--- config.mk ---
export PLATFORM = sky130hd
export DESIGN_NAME = ecap_timer_unit
export DESIGN_NICKNAME = d
export VERILOG_FILES = /design/src/rtl/ecap_unit_pkg.sv /design/src/rtl/ecap_in_filter.sv /design/src/rtl/ecap_trig_sel.sv /design/src/rtl/ecap_tmr_core.sv /design/src/rtl/ecap_timer_unit.sv
export SDC_FILE = /design/constraint.sdc
export NUM_CORES = 1
export LEC_CHECK = 0
export BUFFER_PORTS_ARGS = -buffer_cell sky130_fd_sc_hd__buf_2
export CORE_ASPECT_RATIO = 0.75
export CORE_MARGIN = 5
export CORE_UTILIZATION = 45
export CTS_BUF_LIST = sky130_fd_sc_hd__clkbuf_16
export CTS_CLUSTER_DIAMETER = 60
export DETAILED_ROUTE_END_ITERATION = 6
export PLACE_DENSITY_LB_ADDON = 0.1
export SKIP_CTS_REPAIR_TIMING = 1
export SYNTH_ARGS = -nofsm -noshare
export SYNTH_HDL_FRONTEND = slang
export SYNTH_SLANG_ARGS = --single-unit
--- constraint.sdc ---
create_clock -name clk_i -period 2.2 [get_ports clk_i]
set_input_delay 0.22 -clock clk_i [delete_from_list [all_inputs] [get_ports clk_i]]
set_output_delay 0.22 -clock clk_i [all_outputs]
set_load 0.02 [all_outputs]
--- src/rtl/ecap_unit_pkg.sv ---
package ecap_unit_pkg;

  typedef enum logic [1:0] {
    EDGE_NONE = 2'b00,
    EDGE_RISE = 2'b01,
    EDGE_FALL = 2'b10,
    EDGE_BOTH = 2'b11
  } edge_mode_e;

  // trigger channel indices
  localparam int unsigned CH_PIN = 0;
  localparam int unsigned CH_A   = 1;
  localparam int unsigned CH_B   = 2;
  localparam int unsigned N_CH   = 3;

endpackage

--- src/rtl/ecap_in_filter.sv ---
module ecap_in_filter #(
  parameter int unsigned STABLE_CLKS = 4
) (
  input  logic clk_i,
  input  logic rst_ni,
  input  logic raw_i,
  output logic rise_o,
  output logic fall_o
);
  localparam int unsigned CW = (STABLE_CLKS > 2) ? $clog2(STABLE_CLKS) : 1;
  localparam logic [CW-1:0] LAST = CW'(STABLE_CLKS - 1);

  logic          sync1_q, sync1_d;
  logic          sync2_q, sync2_d;
  logic          lvl_q, lvl_d;
  logic          prev_q, prev_d;
  logic [CW-1:0] cnt_q, cnt_d;

  always_comb begin
    sync1_d = raw_i;
    sync2_d = sync1_q;
    prev_d  = lvl_q;
    lvl_d   = lvl_q;
    cnt_d   = '0;
    if (sync2_q != lvl_q) begin
      if (cnt_q == LAST) begin
        lvl_d = sync2_q;
        cnt_d = '0;
      end else begin
        cnt_d = cnt_q + 1'b1;
      end
    end
  end

  always_ff @(posedge clk_i or negedge rst_ni) begin
    if (!rst_ni) begin
      sync1_q <= 1'b0;
      sync2_q <= 1'b0;
      lvl_q   <= 1'b0;
      prev_q  <= 1'b0;
      cnt_q   <= '0;
    end else begin
      sync1_q <= sync1_d;
      sync2_q <= sync2_d;
      lvl_q   <= lvl_d;
      prev_q  <= prev_d;
      cnt_q   <= cnt_d;
    end
  end

  assign rise_o = lvl_q & ~prev_q;
  assign fall_o = ~lvl_q & prev_q;

  // accepted level only moves after a full stability window
  a_r3_level_needs_window: assert property (@(posedge clk_i) disable iff (!rst_ni)
    (lvl_q != $past(lvl_q)) |-> ($past(cnt_q) == LAST && $past(sync2_q) == lvl_q));

  a_r3_single_edge: assert property (@(posedge clk_i) disable iff (!rst_ni)
    !(rise_o && fall_o));

endmodule

--- src/rtl/ecap_trig_sel.sv ---
module ecap_trig_sel
  import ecap_unit_pkg::*;
(
  input  logic [N_CH-1:0] rise_i,
  input  logic [N_CH-1:0] fall_i,
  input  edge_mode_e      edge_mode_i,
  input  logic            src_sel_i,
  input  logic [1:0]      nbr_mask_i,
  input  logic            cap_en_i,
  output logic            cap_evt_o,
  output logic            any_evt_o
);
  logic            rise_act, fall_act;
  logic [N_CH-1:0] hit;
  logic            pin_hit, nbr_hit, sel_hit;

  always_comb begin
    rise_act = (edge_mode_i == EDGE_RISE) || (edge_mode_i == EDGE_BOTH);
    fall_act = (edge_mode_i == EDGE_FALL) || (edge_mode_i == EDGE_BOTH);
    for (int i = 0; i < int'(N_CH); i++) begin
      hit[i] = (rise_act & rise_i[i]) | (fall_act & fall_i[i]);
    end
    pin_hit = hit[CH_PIN];
    nbr_hit = (nbr_mask_i[0] & hit[CH_A]) | (nbr_mask_i[1] & hit[CH_B]);
    sel_hit = src_sel_i ? nbr_hit : pin_hit;
    cap_evt_o = cap_en_i & sel_hit;
    any_evt_o = cap_en_i ? sel_hit : pin_hit;
  end

endmodule

--- src/rtl/ecap_tmr_core.sv ---
module ecap_tmr_core #(
  parameter int unsigned TMR_W = 16
) (
  input  logic             clk_i,
  input  logic             rst_ni,
  input  logic             cap_evt_i,
  input  logic             any_evt_i,
  input  logic             clr_on_cap_i,
  input  logic             flag_clr_i,
  output logic [TMR_W-1:0] timer_o,
  output logic [TMR_W-1:0] capture_o,
  output logic             flag_o
);
  logic [TMR_W-1:0] timer_q, timer_d;
  logic [TMR_W-1:0] capture_q, capture_d;
  logic             flag_q, flag_d;
  logic             tmr_clear;
  logic             cap_load;

  always_comb begin
    tmr_clear = any_evt_i & clr_on_cap_i;
    cap_load  = cap_evt_i;
    timer_d   = tmr_clear ? '0 : timer_q + 1'b1;
    capture_d = capture_q;
    if (cap_load) begin
      capture_d = timer_q;
    end
    flag_d = flag_q;
    if (any_evt_i) begin
      flag_d = 1'b1;
    end else if (flag_clr_i) begin
      flag_d = 1'b0;
    end
  end

  always_ff @(posedge clk_i or negedge rst_ni) begin
    if (!rst_ni) begin
      timer_q   <= '0;
      capture_q <= '0;
      flag_q    <= 1'b0;
    end else begin
      timer_q   <= timer_d;
      capture_q <= capture_d;
      flag_q    <= flag_d;
    end
  end

  assign timer_o   = timer_q;
  assign capture_o = capture_q;
  assign flag_o    = flag_q;

  // plain increment when nothing clears
  a_r2_increment: assert property (@(posedge clk_i) disable iff (!rst_ni)
    !(any_evt_i && clr_on_cap_i) |=> (timer_q == $past(timer_q) + TMR_W'(1)));

  // clear follows an event with the clear bit set
  a_r7_clear_zero: assert property (@(posedge clk_i) disable iff (!rst_ni)
    (any_evt_i && clr_on_cap_i) |=> (timer_q == '0));

  // captured value is the pre-edge timer value
  a_r4_capture_value: assert property (@(posedge clk_i) disable iff (!rst_ni)
    cap_evt_i |=> (capture_q == $past(timer_q)));

  // capture register holds without a capture event
  a_r9_capture_hold: assert property (@(posedge clk_i) disable iff (!rst_ni)
    !cap_evt_i |=> $stable(capture_q));

  // event always leaves the flag set, even against a clear strobe
  a_r8_flag_set: assert property (@(posedge clk_i) disable iff (!rst_ni)
    any_evt_i |=> flag_q);

  a_r8_flag_clear: assert property (@(posedge clk_i) disable iff (!rst_ni)
    (!any_evt_i && flag_clr_i) |=> !flag_q);

endmodule

--- src/rtl/ecap_timer_unit.sv ---
module ecap_timer_unit
  import ecap_unit_pkg::*;
#(
  parameter int unsigned TMR_W       = 16,
  parameter int unsigned STABLE_CLKS = 4
) (
  input  logic             clk_i,
  input  logic             rst_ni,
  input  logic             cap_pin_i,
  input  logic             nbr_a_i,
  input  logic             nbr_b_i,
  input  logic             cap_en_i,
  input  logic             src_sel_i,
  input  logic [1:0]       nbr_mask_i,
  input  logic [1:0]       edge_sel_i,
  input  logic             clr_on_cap_i,
  input  logic             flag_clr_i,
  output logic [TMR_W-1:0] timer_o,
  output logic [TMR_W-1:0] capture_o,
  output logic             flag_o
);
  logic [N_CH-1:0] raw_vec;
  logic [N_CH-1:0] rise_vec;
  logic [N_CH-1:0] fall_vec;
  logic            cap_evt;
  logic            any_evt;
  edge_mode_e      edge_mode;

  assign raw_vec[CH_PIN] = cap_pin_i;
  assign raw_vec[CH_A]   = nbr_a_i;
  assign raw_vec[CH_B]   = nbr_b_i;
  assign edge_mode       = edge_mode_e'(edge_sel_i);

  for (genvar g = 0; g < int'(N_CH); g++) begin : g_flt
    ecap_in_filter #(
      .STABLE_CLKS(STABLE_CLKS)
    ) u_flt (
      .clk_i (clk_i),
      .rst_ni(rst_ni),
      .raw_i (raw_vec[g]),
      .rise_o(rise_vec[g]),
      .fall_o(fall_vec[g])
    );
  end

  ecap_trig_sel u_sel (
    .rise_i     (rise_vec),
    .fall_i     (fall_vec),
    .edge_mode_i(edge_mode),
    .src_sel_i  (src_sel_i),
    .nbr_mask_i (nbr_mask_i),
    .cap_en_i   (cap_en_i),
    .cap_evt_o  (cap_evt),
    .any_evt_o  (any_evt)
  );

  ecap_tmr_core #(
    .TMR_W(TMR_W)
  ) u_core (
    .clk_i       (clk_i),
    .rst_ni      (rst_ni),
    .cap_evt_i   (cap_evt),
    .any_evt_i   (any_evt),
    .clr_on_cap_i(clr_on_cap_i),
    .flag_clr_i  (flag_clr_i),
    .timer_o     (timer_o),
    .capture_o   (capture_o),
    .flag_o      (flag_o)
  );

  // edge mode 00 never produces an event
  a_r5_none_quiet: assert property (@(posedge clk_i) disable iff (!rst_ni)
    (edge_sel_i == 2'b00) |-> !any_evt);

  // no capture while capture is disabled
  a_r9_no_capture_off: assert property (@(posedge clk_i) disable iff (!rst_ni)
    !cap_en_i |-> !cap_evt);

  // a capture always comes from the selected source
  a_r6_src_pin: assert property (@(posedge clk_i) disable iff (!rst_ni)
    (cap_evt && !src_sel_i) |-> (rise_vec[CH_PIN] || fall_vec[CH_PIN]));

endmodule

## Word-level counts from Yosys, hierarchy flattened

Cells that the tools add are included.

| word-level totals | value |
|---|---|
| logic and storage cells | 74 |
| input bits | 13 |
| output and inout bits | 33 |
| register bits after elaboration | 51 |

| operators by class | value |
|---|---|
| bitwise gates (word level) | 26 |
| $add $sub $neg | 4 |
| equal/unequal tests | 9 |
| reductions and logical operators | 6 |
| multiplexer cells | 11 |

Operator list:

| cell | count |
|---|---|
| adder 16 x 1 -> 16 bit (second input constant) | 1 |
| AND 1 bit | 16 |
| 2-to-1 mux 16 bit | 1 |
| 2-to-1 mux 2 bit | 6 |
| equality test 2 bit (second input constant) | 5 |
| adder 2 x 1 -> 2 bit (second input constant) | 3 |
| inverter 1 bit | 6 |
| AND reduction 2 bit | 3 |
| 2-to-1 mux 1 bit | 4 |
| OR 1 bit | 4 |
| inequality test 1 bit | 3 |
| equality test 2 x 1 -> 1 bit (second input constant) | 1 |
| logical OR 1 bit | 2 |
| nonzero test 2 bit | 1 |

## Longest topological paths before layout

Gate-level depths: netlist (run 1).

| depth | value |
|---|---|
| word-level depth | 10 |
| gate-level depth with buffers | 5 |
| gate-level depth less buffers | 5 |

## Hierarchy

Synthesis (run 1) repeated with hierarchy kept, for this count alone.

| unflattened totals | value |
|---|---|
| cells, all modules | 162 |
| area total of the unflattened synthesis | 2099.5 um^2 |

By module, submodules not included:

| module | times used | area each (um^2) | cells an instance |
|---|---|---|---|
| ecap_tmr_core | 1 | 1398.8 | 115 |
| ecap_in_filter | 3 | 212.7 | 13 |
| ecap_trig_sel | 1 | 62.6 | 8 |

## Worst setup path after synthesis (run 1)

Ideal clock, no wire load.

| timing path | value |
|---|---|
| kind | register to register |
| start point | reg u_core.timer_q[5] (netlist: u_core.timer_o[5]) |
| end point | reg u_core.timer_q[15] (netlist: u_core.timer_o[15]) |
| setup slack | 0.376 ns |
| library setup time | 0.081 ns |
| clock period less this slack | 1.824 ns |
| cell stages (with the launch flop) | 5 |
| data arrival time | 1.744 ns |
| cell sequence | dfrtp_1 nand4_2 or4_4 or3_1 a21oi_1 |

| on the way | value |
|---|---|
| word-level cells in the longest chain between the ends | 2 |

Ends and longest elaborated chain:

| item | line | source |
|---|---|---|
| start: declaration | ecap_tmr_core.sv:14 | `logic [TMR_W-1:0] timer_q, timer_d;` |
| start signal: assignment | ecap_tmr_core.sv:42 | `timer_q <= timer_d;` |
| adder 16 x 1 -> 16 bit | ecap_tmr_core.sv:23 | `timer_d = tmr_clear ? '0 : timer_q + 1'b1;` |
| 2-to-1 mux 16 bit | ecap_tmr_core.sv:23 |  |
| named net u_core.timer_d[15] | ecap_tmr_core.sv:14 |  |

The timed path passes the listed nets, and every way through them passes these cells.
A chain may end at the register's enable or synchronous reset.

## Final worst setup path (run 1)

| timing path | value |
|---|---|
| start point | reg u_core.timer_q[2] (netlist: u_core.timer_o[2]) |
| end point | reg u_core.timer_q[15] (netlist: u_core.timer_o[15]) |

Same word-level chain as after synthesis.

==> results of run 1 <==
-- power by group --
| part | leakage [nW] | internal (W) | switching, W |
|---|---|---|---|
| Sequential | 0.665 | 0.00114 | 0.000180 |
| Clock | 0.0762 | 0.000411 | 0.000310 |
| Combinational | 0.544 | 0.000306 | 0.000368 |
-- flip-flops by register name, summed over array words and instances (netlist names) --
register,cells
g_flt.u_flt.sync2_q,3
u_core.flag_o,1
u_core.capture_o,16
u_core.timer_o,16
g_flt.u_flt.lvl_q,3
g_flt.u_flt.prev_q,3
g_flt.u_flt.sync1_q,3
g_flt.u_flt.cnt_q,6
-- worst register-to-register path: cells and delay by family, from the launching register on --
family	cells	cell delay [ns]
compound gates	1	0.14
simple gates	3	1.11
flops	1	0.52
-- cells in the mapped netlist (all sizes together) --
cell type,number,area (µm²)
a31oi,1,12.5
nand2,5,18.8
and4,1,8.76
dfrtp,51,1280
o21ai,4,20.0
and3,1,6.26
buf,2,10.0
nor2b,4,25.0
inv,4,15.0
o31ai,1,7.51
nor3,7,35.0
o22ai,1,6.26
xor2,4,35.0
and2,1,6.26
nand4,4,31.3
nor2,14,52.6
xnor2,11,96.3
or4,1,11.3
a21oi,2,10.0
mux2,19,214
nor4,2,12.5
a311oi,1,8.76
and3b,6,52.6
or3,2,12.5
nand3,4,25.0
ha,4,50.1
-- metrics by stage --
step	setup slack, ns	area [µm²]
after floorplan	0.376	2060
after CTS	0.120	2500
after detailed placement	0.130	2370
after global placement	0.234	2370
after global routing	0.221	2530
final	0.356	2530
-- cells by family (layout without fill, tap and decap cells) --
| family | after synthesis | after routing | share of synthesized area, % |
|---|---|---|---|
| compound gates | 10 | 10 | 3.16 |
| buf+inv | 6 | 60 | 1.21 |
| mux | 19 | 19 | 10.4 |
| fa+ha+maj | 4 | 4 | 2.43 |
| xor+xnor | 15 | 15 | 6.38 |
| flops | 51 | 51 | 62.0 |
| simple gates | 52 | 52 | 14.5 |
-- per-layer routing --
layer	wire length, µm	global-route usage (%)
met5	0	0
met4	23	5.47
met3	273	4.04
met2	1760	23.5
met1	1810	18.3
-- layout make-up --
cell class,instances,area [µm²]
multi-input combinational,100,776
clock buffer,5,125
fill,409,1910
inverter,4,15.0
clock inverter,3,12.5
tap,57,71.3
sequential,51,1280
timing repair buffer,48,250
-- how the worst min path moves through the flow --
stage,startpoint,end,cells after the start
final,nbr_b_i,g_flt[2].u_flt.sync1_q$_DFF_PN0_,1
after floorplan,rst_ni,g_flt[0].u_flt.cnt_q[0]$_DFF_PN0_,0
after global placement,rst_ni,u_core.capture_o[7]$_DFFE_PN0P_,1
after CTS,rst_ni,u_core.capture_o[7]$_DFFE_PN0P_,1
after global routing,nbr_a_i,g_flt[1].u_flt.sync1_q$_DFF_PN0_,1
after detailed placement,rst_ni,u_core.capture_o[7]$_DFFE_PN0P_,1
==> results.md, run 1 <==
Outcome:
- The run finished with clean final reports.

Global routing:
- After global routing the overflow that remains totals 0.
- The wire length of the first global-routing pass is 6620 µm.
- The number of antenna violations at the first check in global routing came to 0.
- The number of global-route vias before repair came to 1449.
- The overall global routing resource usage is 14.3%.
- Entering global routing, the biggest net connects 32 pins.

Critical path:
- The cell count along the critical path is 4.
- The cell family contributing the most delay on the critical path is simple AND/OR/NAND/NOR gates.
- The most critical setup path has its endpoint at u_core.timer_o[15]$_DFF_PN0_.
- The launching instance or port of the critical path is u_core.timer_o[2]$_DFF_PN0_.
- In this run the critical register-to-register path is captured at u_core.timer_o[15]$_DFF_PN0_.
- STA classifies the critical path startpoint as a register.
- The path depth of the worst reg2reg path is 4.
- The worst setup path is of the register to register kind.
- The highest cell delay on the worst timing path is 0.59 ns.
- The worst setup path is captured at a register.
- The startpoint of the most critical register-to-register path is u_core.timer_o[2]$_DFF_PN0_.
- Along the worst path, the maximum fanout reaches 8.
- The number of buffers and inverters on the critical path is 0.
- The critical path goes through nand3_2, or4_4, or3_1, a21oi_1.
- At the worst endpoint, the required time is 2.40 ns.
- Setup slack on the worst reg-to-reg path comes out at 0.36 ns.
- The slowest cell on the critical path is or4_4.
- Data arrives at the worst endpoint at 2.05 ns.

Power and ir drop:
- The worst-case IR drop observed on VDD is 0.738 mV.
- In this run the static leakage power is 1.29 nW.
- Summing internal, switching and leakage power gives 0.00272 W.
- The power density normalized to cell area is 1080 mW/mm².

Timing:
- Based on the critical path, the design can be clocked at up to 542 MHz.
- Of the available clock period, the critical path in the final layout requires 83.8%.
- The clock skew after layout is 0.00389 ns.
- The hold violation total from the final report is 0.
- After layout, the minimum clock period comes to 1.84 ns.
- For the pin with the worst max-slew slack, the measured transition is 0.767 ns.
- The final count of negative-setup-slack endpoints is 0.
- Setup repair after global routing left no endpoint under its margin.
- After routing, the total negative slack on setup checks comes to 0 ns.
- Across all hold checks on the routed design, the worst slack comes to 0.0411 ns.
- The normalized max-slew margin is 48.9%.
- The count of final max-slew check failures is 0.

Synthesis:
- The number of flip-flops and latches in the synthesized netlist is 51.
- The number of synthesis warnings is 0.
- When the netlist entered floorplanning its net count stood at 174.
- The synthesized netlist occupies a cell area of 0.00206 mm².
- Counting distinct cell types in the post-synthesis netlist gives 28.
- Sequential cells were found to cover 62.0% of the synthesized design area.
- After synthesis, the mean cell area works out to 13.1 µm².
- The cell count after synthesis is 157.

Floorplanning:
- The starting density of the core is 46.4%.
- The die covers 0.00604 mm².
- The die extent in x is 88.1 µm.
- From bottom edge to top edge, the die measures 68.6 µm.
- Row generation in the floorplan step produced 21 rows.
- The placeable core region is 0.00444 mm².
- For this design the top-level I/O count stands at 46.

Place:
- The number of I/O port buffers is 45.
- Routability-driven placement finished with a final weighted congestion of 0.746.
- The number of placed instances, taps included, is 259.
- After legalization and detailed placement, the total HPWL measured 2810 µm.

Layout:
- The library cells used most frequently in the layout, excluding fill and tap cells, are dfrtp_1, buf_2, mux2_2.
- The number of cells in the finished layout apart from fillers is 268.
- The number of nets in the layout is 227.
- The growth of design area from synthesis to finish is 22.7%.
- For this run, the share of the core covered by cells in the final layout is 56.9%.
- In the final layout, the share of cells above drive strength 1 is 36.5%.
- The count of inserted antenna diode cells is 0.
- Leaving out fill and tap cells, the most frequent cell in the layout is dfrtp_1.

Clock network:
- The maximum count of clock buffers along a single path is 2.
- CTS built an H-tree with a depth of 2.
- The clock drives 51 sinks.
- The root buffer cell chosen for the clock tree is clkbuf_16.
- The post-CTS clock slew at the launch and capture registers of the worst setup and hold paths is 0.06 ns.
- The clock tree from TritonCTS is done.
- The insertion delay to the later sink of the worst-skew pair is 0.28 ns.
- TritonCTS created 5 clock buffers.

Routing:
- The detailed-route vias per instance is 5.08.
- The detailed-router iteration count before antenna repair is 4.
- For this block, the routed nets add up to 3870 µm of wire.
- The post-detailed-route wirelength per cell is 14.4 µm.
- The post-route DRC violation count is 0.
- The total number of vias is 1362.
- Once detail routing completed, the nets flagged for antenna violations numbered 0.
- The first routing iteration left 32 violations.

Hold path:
- The path class of the tightest hold or removal check is input pin to register.

Job:
- Across the run, the number of max-cap violations was 0.
Power figures use the tool's default switching activity.
==> inputs of run 2 (changes only) <==
--- a/config.mk
+++ b/config.mk
@@ -5,6 +5,7 @@
 export SDC_FILE = /design/constraint.sdc
 export NUM_CORES = 1
 export LEC_CHECK = 0
+export ABC_AREA = 1
 export BUFFER_PORTS_ARGS = -buffer_cell sky130_fd_sc_hd__buf_2
 export CORE_ASPECT_RATIO = 0.75
 export CORE_MARGIN = 5
==> constraint.sdc (replaced) <==
create_clock -name clk_i -period 1.75 [get_ports clk_i]
set_input_delay 0.175 -clock clk_i [delete_from_list [all_inputs] [get_ports clk_i]]
set_output_delay 0.175 -clock clk_i [all_outputs]
set_load 0.02 [all_outputs]
==> run 2 against run 1 <==
  * Critical endpoint is now u_core.timer_o[14]$_DFF_PN0_
  * Highest routed layer unchanged
  * Total power increased by 38%
  * Sequential share of layout area down 3.9 points
  * Non-clock buffer count grew 2
  * Largest cell class unchanged
==> results.md, run 2 <==
Global routing:
- The wire length of the first global-routing pass is 7470 µm.
- Global routing finished with a remaining overflow of 0.
- The number of global-route vias before repair is 1570.
- Entering global routing, the biggest net connects 52 pins.
- The number of antenna violations at the first check in global routing came to 0.
- The overall global routing resource usage is 14.5%.

Critical path:
- The startpoint of the most critical register-to-register path is u_core.timer_o[0]$_DFF_PN0_.
- The worst reg2reg path endpoint is u_core.timer_o[14]$_DFF_PN0_.
- The largest fanout on the critical path is 5.
- The setup slack of the worst register-to-register path is 0.19 ns.
- Data on the critical path arrives at its endpoint at 1.72 ns.
- The element type at the critical path start is a register.
- The critical path required time is 1.91 ns.
- The path depth of the worst reg2reg path is 7.
- The worst setup path is captured at a register.
- The critical path class is register to register.

Layout:
- The final instance area is 0.00274 mm².
- The area taken by flip-flops and latches is 0.00128 mm².
- The multi-input gate area in the final layout is 843 µm².
- The count of inserted antenna diode cells is 0.
- The utilization after layout is 56.1%.
- Leaving out fill and tap cells, the most frequent cell in the layout is dfrtp_1.
- The share of post-route cells with drive strength above 1 is 26.3%.
- The final layout contains 295 nets.
- In the layout the commonest cells are dfrtp_1, nand2_1, buf_2.
- The number of filler instances in the final layout is 454.
- The growth of design area from synthesis to finish is 21.0%.

Power and ir drop:
- The leakage component of the power is 1.36 nW.
- The proportion of power drawn by flip-flops and latches is 44.0%.
- In this run switching power makes up 33.8% of total power.
- The combinational cell fraction of total power is 27.2%.
- In this run the power density over the cells is 1370 mW/mm².
- The internal power of the cells totals 0.00248 W.
- IR analysis of the VDD net gives a maximum drop of 0.505 mV.
- The overall power consumption is 0.00374 W.
- The clock network power share is 28.8%.
- The reported net switching power is 0.00127 W.

Floorplanning:
- The placement row count is 22.
- For this configuration, the core starts out at a cell density of 46.4%.
- The die extent in x is 91.8 µm.
- Pin placement for this block handled 46 I/O pins.
- The die is 71.4 µm tall.
- The placeable core region is 0.00487 mm².
- The floorplan step defined a die boundary enclosing 0.00655 mm².

Clock network:
- The insertion delay to the later sink of the worst-skew pair is 0.29 ns.
- The clock tree from TritonCTS is done.
- The number of CTS-inserted buffers is 5.
- The clock passes through at most 2 buffers.
- The CTS sink count is 51.
- The H-tree was split into 2 levels.
- The post-CTS clock slew at the launch and capture registers of the worst setup and hold paths is 0.07 ns.
- The CTS root buffer is clkbuf_16.

Job:
- The number of max-capacitance violations reported is 0.

Synthesis:
- Summing every instance area after synthesis gives 0.00226 mm².
- The number of nets in the synthesized netlist is 243.
- The most used flip-flop cell after synthesis is dfrtp_1.
- In the post-synthesis netlist, the cell with the most instances is dfrtp_1.
- The mean area per synthesized cell is 10.0 µm².
- Counting instances in the post-synthesis netlist gives the leading cell types as dfrtp_1, nand2_1, inv_1, nand3_1.
- The fraction of the yosys area taken by sequential cells is 56.5%.
- The number of unique standard cell types used by synthesis is 30.
- The cell count after synthesis is 226.
- The share of flip-flops with an asynchronous set or reset is 100%.
- The cell type contributing the most total cell area after synthesis is dfrtp_1.
- The synthesized design contains 0 enable-type register cells.
- Ranked by total cell area, the synthesized netlist is headed by dfrtp_1, nand2_1, nand3_1.
- The number of synthesis warnings is 0.
- Counting flops and latches in the post-synthesis netlist gives 51.
- The share of synthesized area in the top cell type comes to 56.5%.

Place:
- The global placement routability congestion is 0.794.
- The HPWL after detailed placement is 3090 µm.
- Input and output buffers added on the ports amount to 45.
- OpenSTA, run right after detailed placement, puts the worst setup slack at 0.197 ns.
- Once placement finished, the instance area stood at 0.00253 mm².

Routing:
- In the final routed layout, each cell accounts on average for 13.2 µm.
- The detailed-route vias per instance is 4.74.
- The number of nets still failing antenna checks after routing is 0.
- The violation count after the first detailed-routing iteration is 102.
- The detailed-router iteration count before antenna repair is 4.
- The total number of vias is 1601.
- The routed design has 4470 µm of wire.
- For this run, design rule violations remaining after detail routing come to 0.

Timing:
- Setup repair after global routing left no endpoint under its margin.
- Setup total negative slack on the finished layout was measured at 0 ns.
- The worst pin sits at a relative slew slack of 68.9%.
- On the final layout, the worst clock skew is 0.00572 ns.
- The count of final max-slew check failures is 0.
- At the pin with the least slew margin, the transition time is 0.466 ns.
- The final period utilization is 89.0%.
- The final period demand of the worst path is 1.56 ns.
- The setup slack after layout is 0.192 ns.
- The hold violation total from the final report is 0.
- Setup violations remaining at the end of the flow were counted as 0.
- The achievable frequency is 642 MHz.

Hold path:
- The min-delay analysis places its worst path in the category input pin to register.
- The worst hold path passes through 2 cells.
- The startpoint of the lowest-slack hold path is flag_clr_i.
- The hold path endpoint is u_core.flag_o$_DFFE_PN0P_.

Outcome:
- The flow ran to the end, and the final reports show no timing, DRC or antenna violations.
[run 2: cell count changes in the layout (fill, tap and decap cells not counted), moves of 3 or more]
cell	change
nand2_1	+45
mux2_2	-19
inv_1	+16
nand3_1	+15
a21oi_2	+9
o21ai_0	+9
xnor2_1	-7
and3b_1	-6
xor2_1	+6
a21oi_1	+4
nor2b_1	-4
dlygate4sd3_1	+3
nor3_1	-3
[run 2: cell families (layout without fill, tap and decap cells)]
kind of cell	after synthesis	after routing	synth area share (%)
simple gates	96	96	20.3
flops	51	51	56.5
compound gates	32	32	9.36
buf+inv	29	81	6.20
xor+xnor	14	14	5.43
fa+ha+maj	4	4	2.21
[run 2: worst max path at each step]
stage,startpoint,to,slack (ns),cells after the start
2_1_floorplan,u_core.timer_o[0]$_DFF_PN0_,u_core.timer_o[14]$_DFF_PN0_,0.22,7
3_3_place_gp,u_core.timer_o[0]$_DFF_PN0_,u_core.timer_o[14]$_DFF_PN0_,0.28,7
3_5_place_dp,u_core.timer_o[0]$_DFF_PN0_,u_core.timer_o[14]$_DFF_PN0_,0.20,7
4_1_cts,u_core.timer_o[0]$_DFF_PN0_,u_core.timer_o[14]$_DFF_PN0_,0.18,7
5_1_grt,u_core.timer_o[0]$_DFF_PN0_,u_core.timer_o[14]$_DFF_PN0_,0.03,7
6_report,u_core.timer_o[0]$_DFF_PN0_,u_core.timer_o[14]$_DFF_PN0_,0.19,7
[run 2: final cells by class]
| type | count | share of cell area (%) |
|---|---|---|
| inverter | 24 | 3.39 |
| multi-input combinational | 146 | 30.8 |
| tap | 60 | 2.74 |
| sequential | 51 | 46.7 |
| clock inverter | 2 | 1.37 |
| timing repair buffer | 50 | 10.4 |
| clock buffer | 5 | 4.57 |
[run 2: stage by stage]
step | hold WS [ns] | instances
detailed placement | 0.187 | 327
global route | 0.117 | 338
CTS | -0.120 | 334
global placement | 0.187 | 327
finish | 0.0976 | 338
floorplan | -0.121 | 226
[run 2: critical path: stages (launching register included)]
cell and delay (ns):
dfrtp_1 0.43, ha_1 0.21, nand2_1 0.07, nor2_2 0.17, nand3_1 0.17, nor2_1 0.16
xor2_1 0.18, a21oi_2 0.04
[run 2: routing by layer]
| layer | share of wire, % | vias to the layer above | global-route usage (%) | wire [µm] |
|---|---|---|---|---|
| met5 | 0 | - | 0 | 0 |
| met4 | 1.1 | 0 | 4.45 | 48 |
| met3 | 5.9 | 5 | 4.41 | 263 |
| met2 | 41 | 41 | 20.6 | 1810 |
| met1 | 52 | 725 | 21.1 | 2340 |
| li1 | - | 830 | - | - |
[run 2: power by group through the flow]
stage               Sequential, W  Clock, W  Combinational [W]
floorplan                 0.00181         0           0.000598
global placement          0.00166         0            0.00102
detailed placement        0.00167         0            0.00103
CTS                       0.00165   0.00110            0.00103
global route              0.00168   0.00115            0.00115
finish                    0.00164   0.00108            0.00102
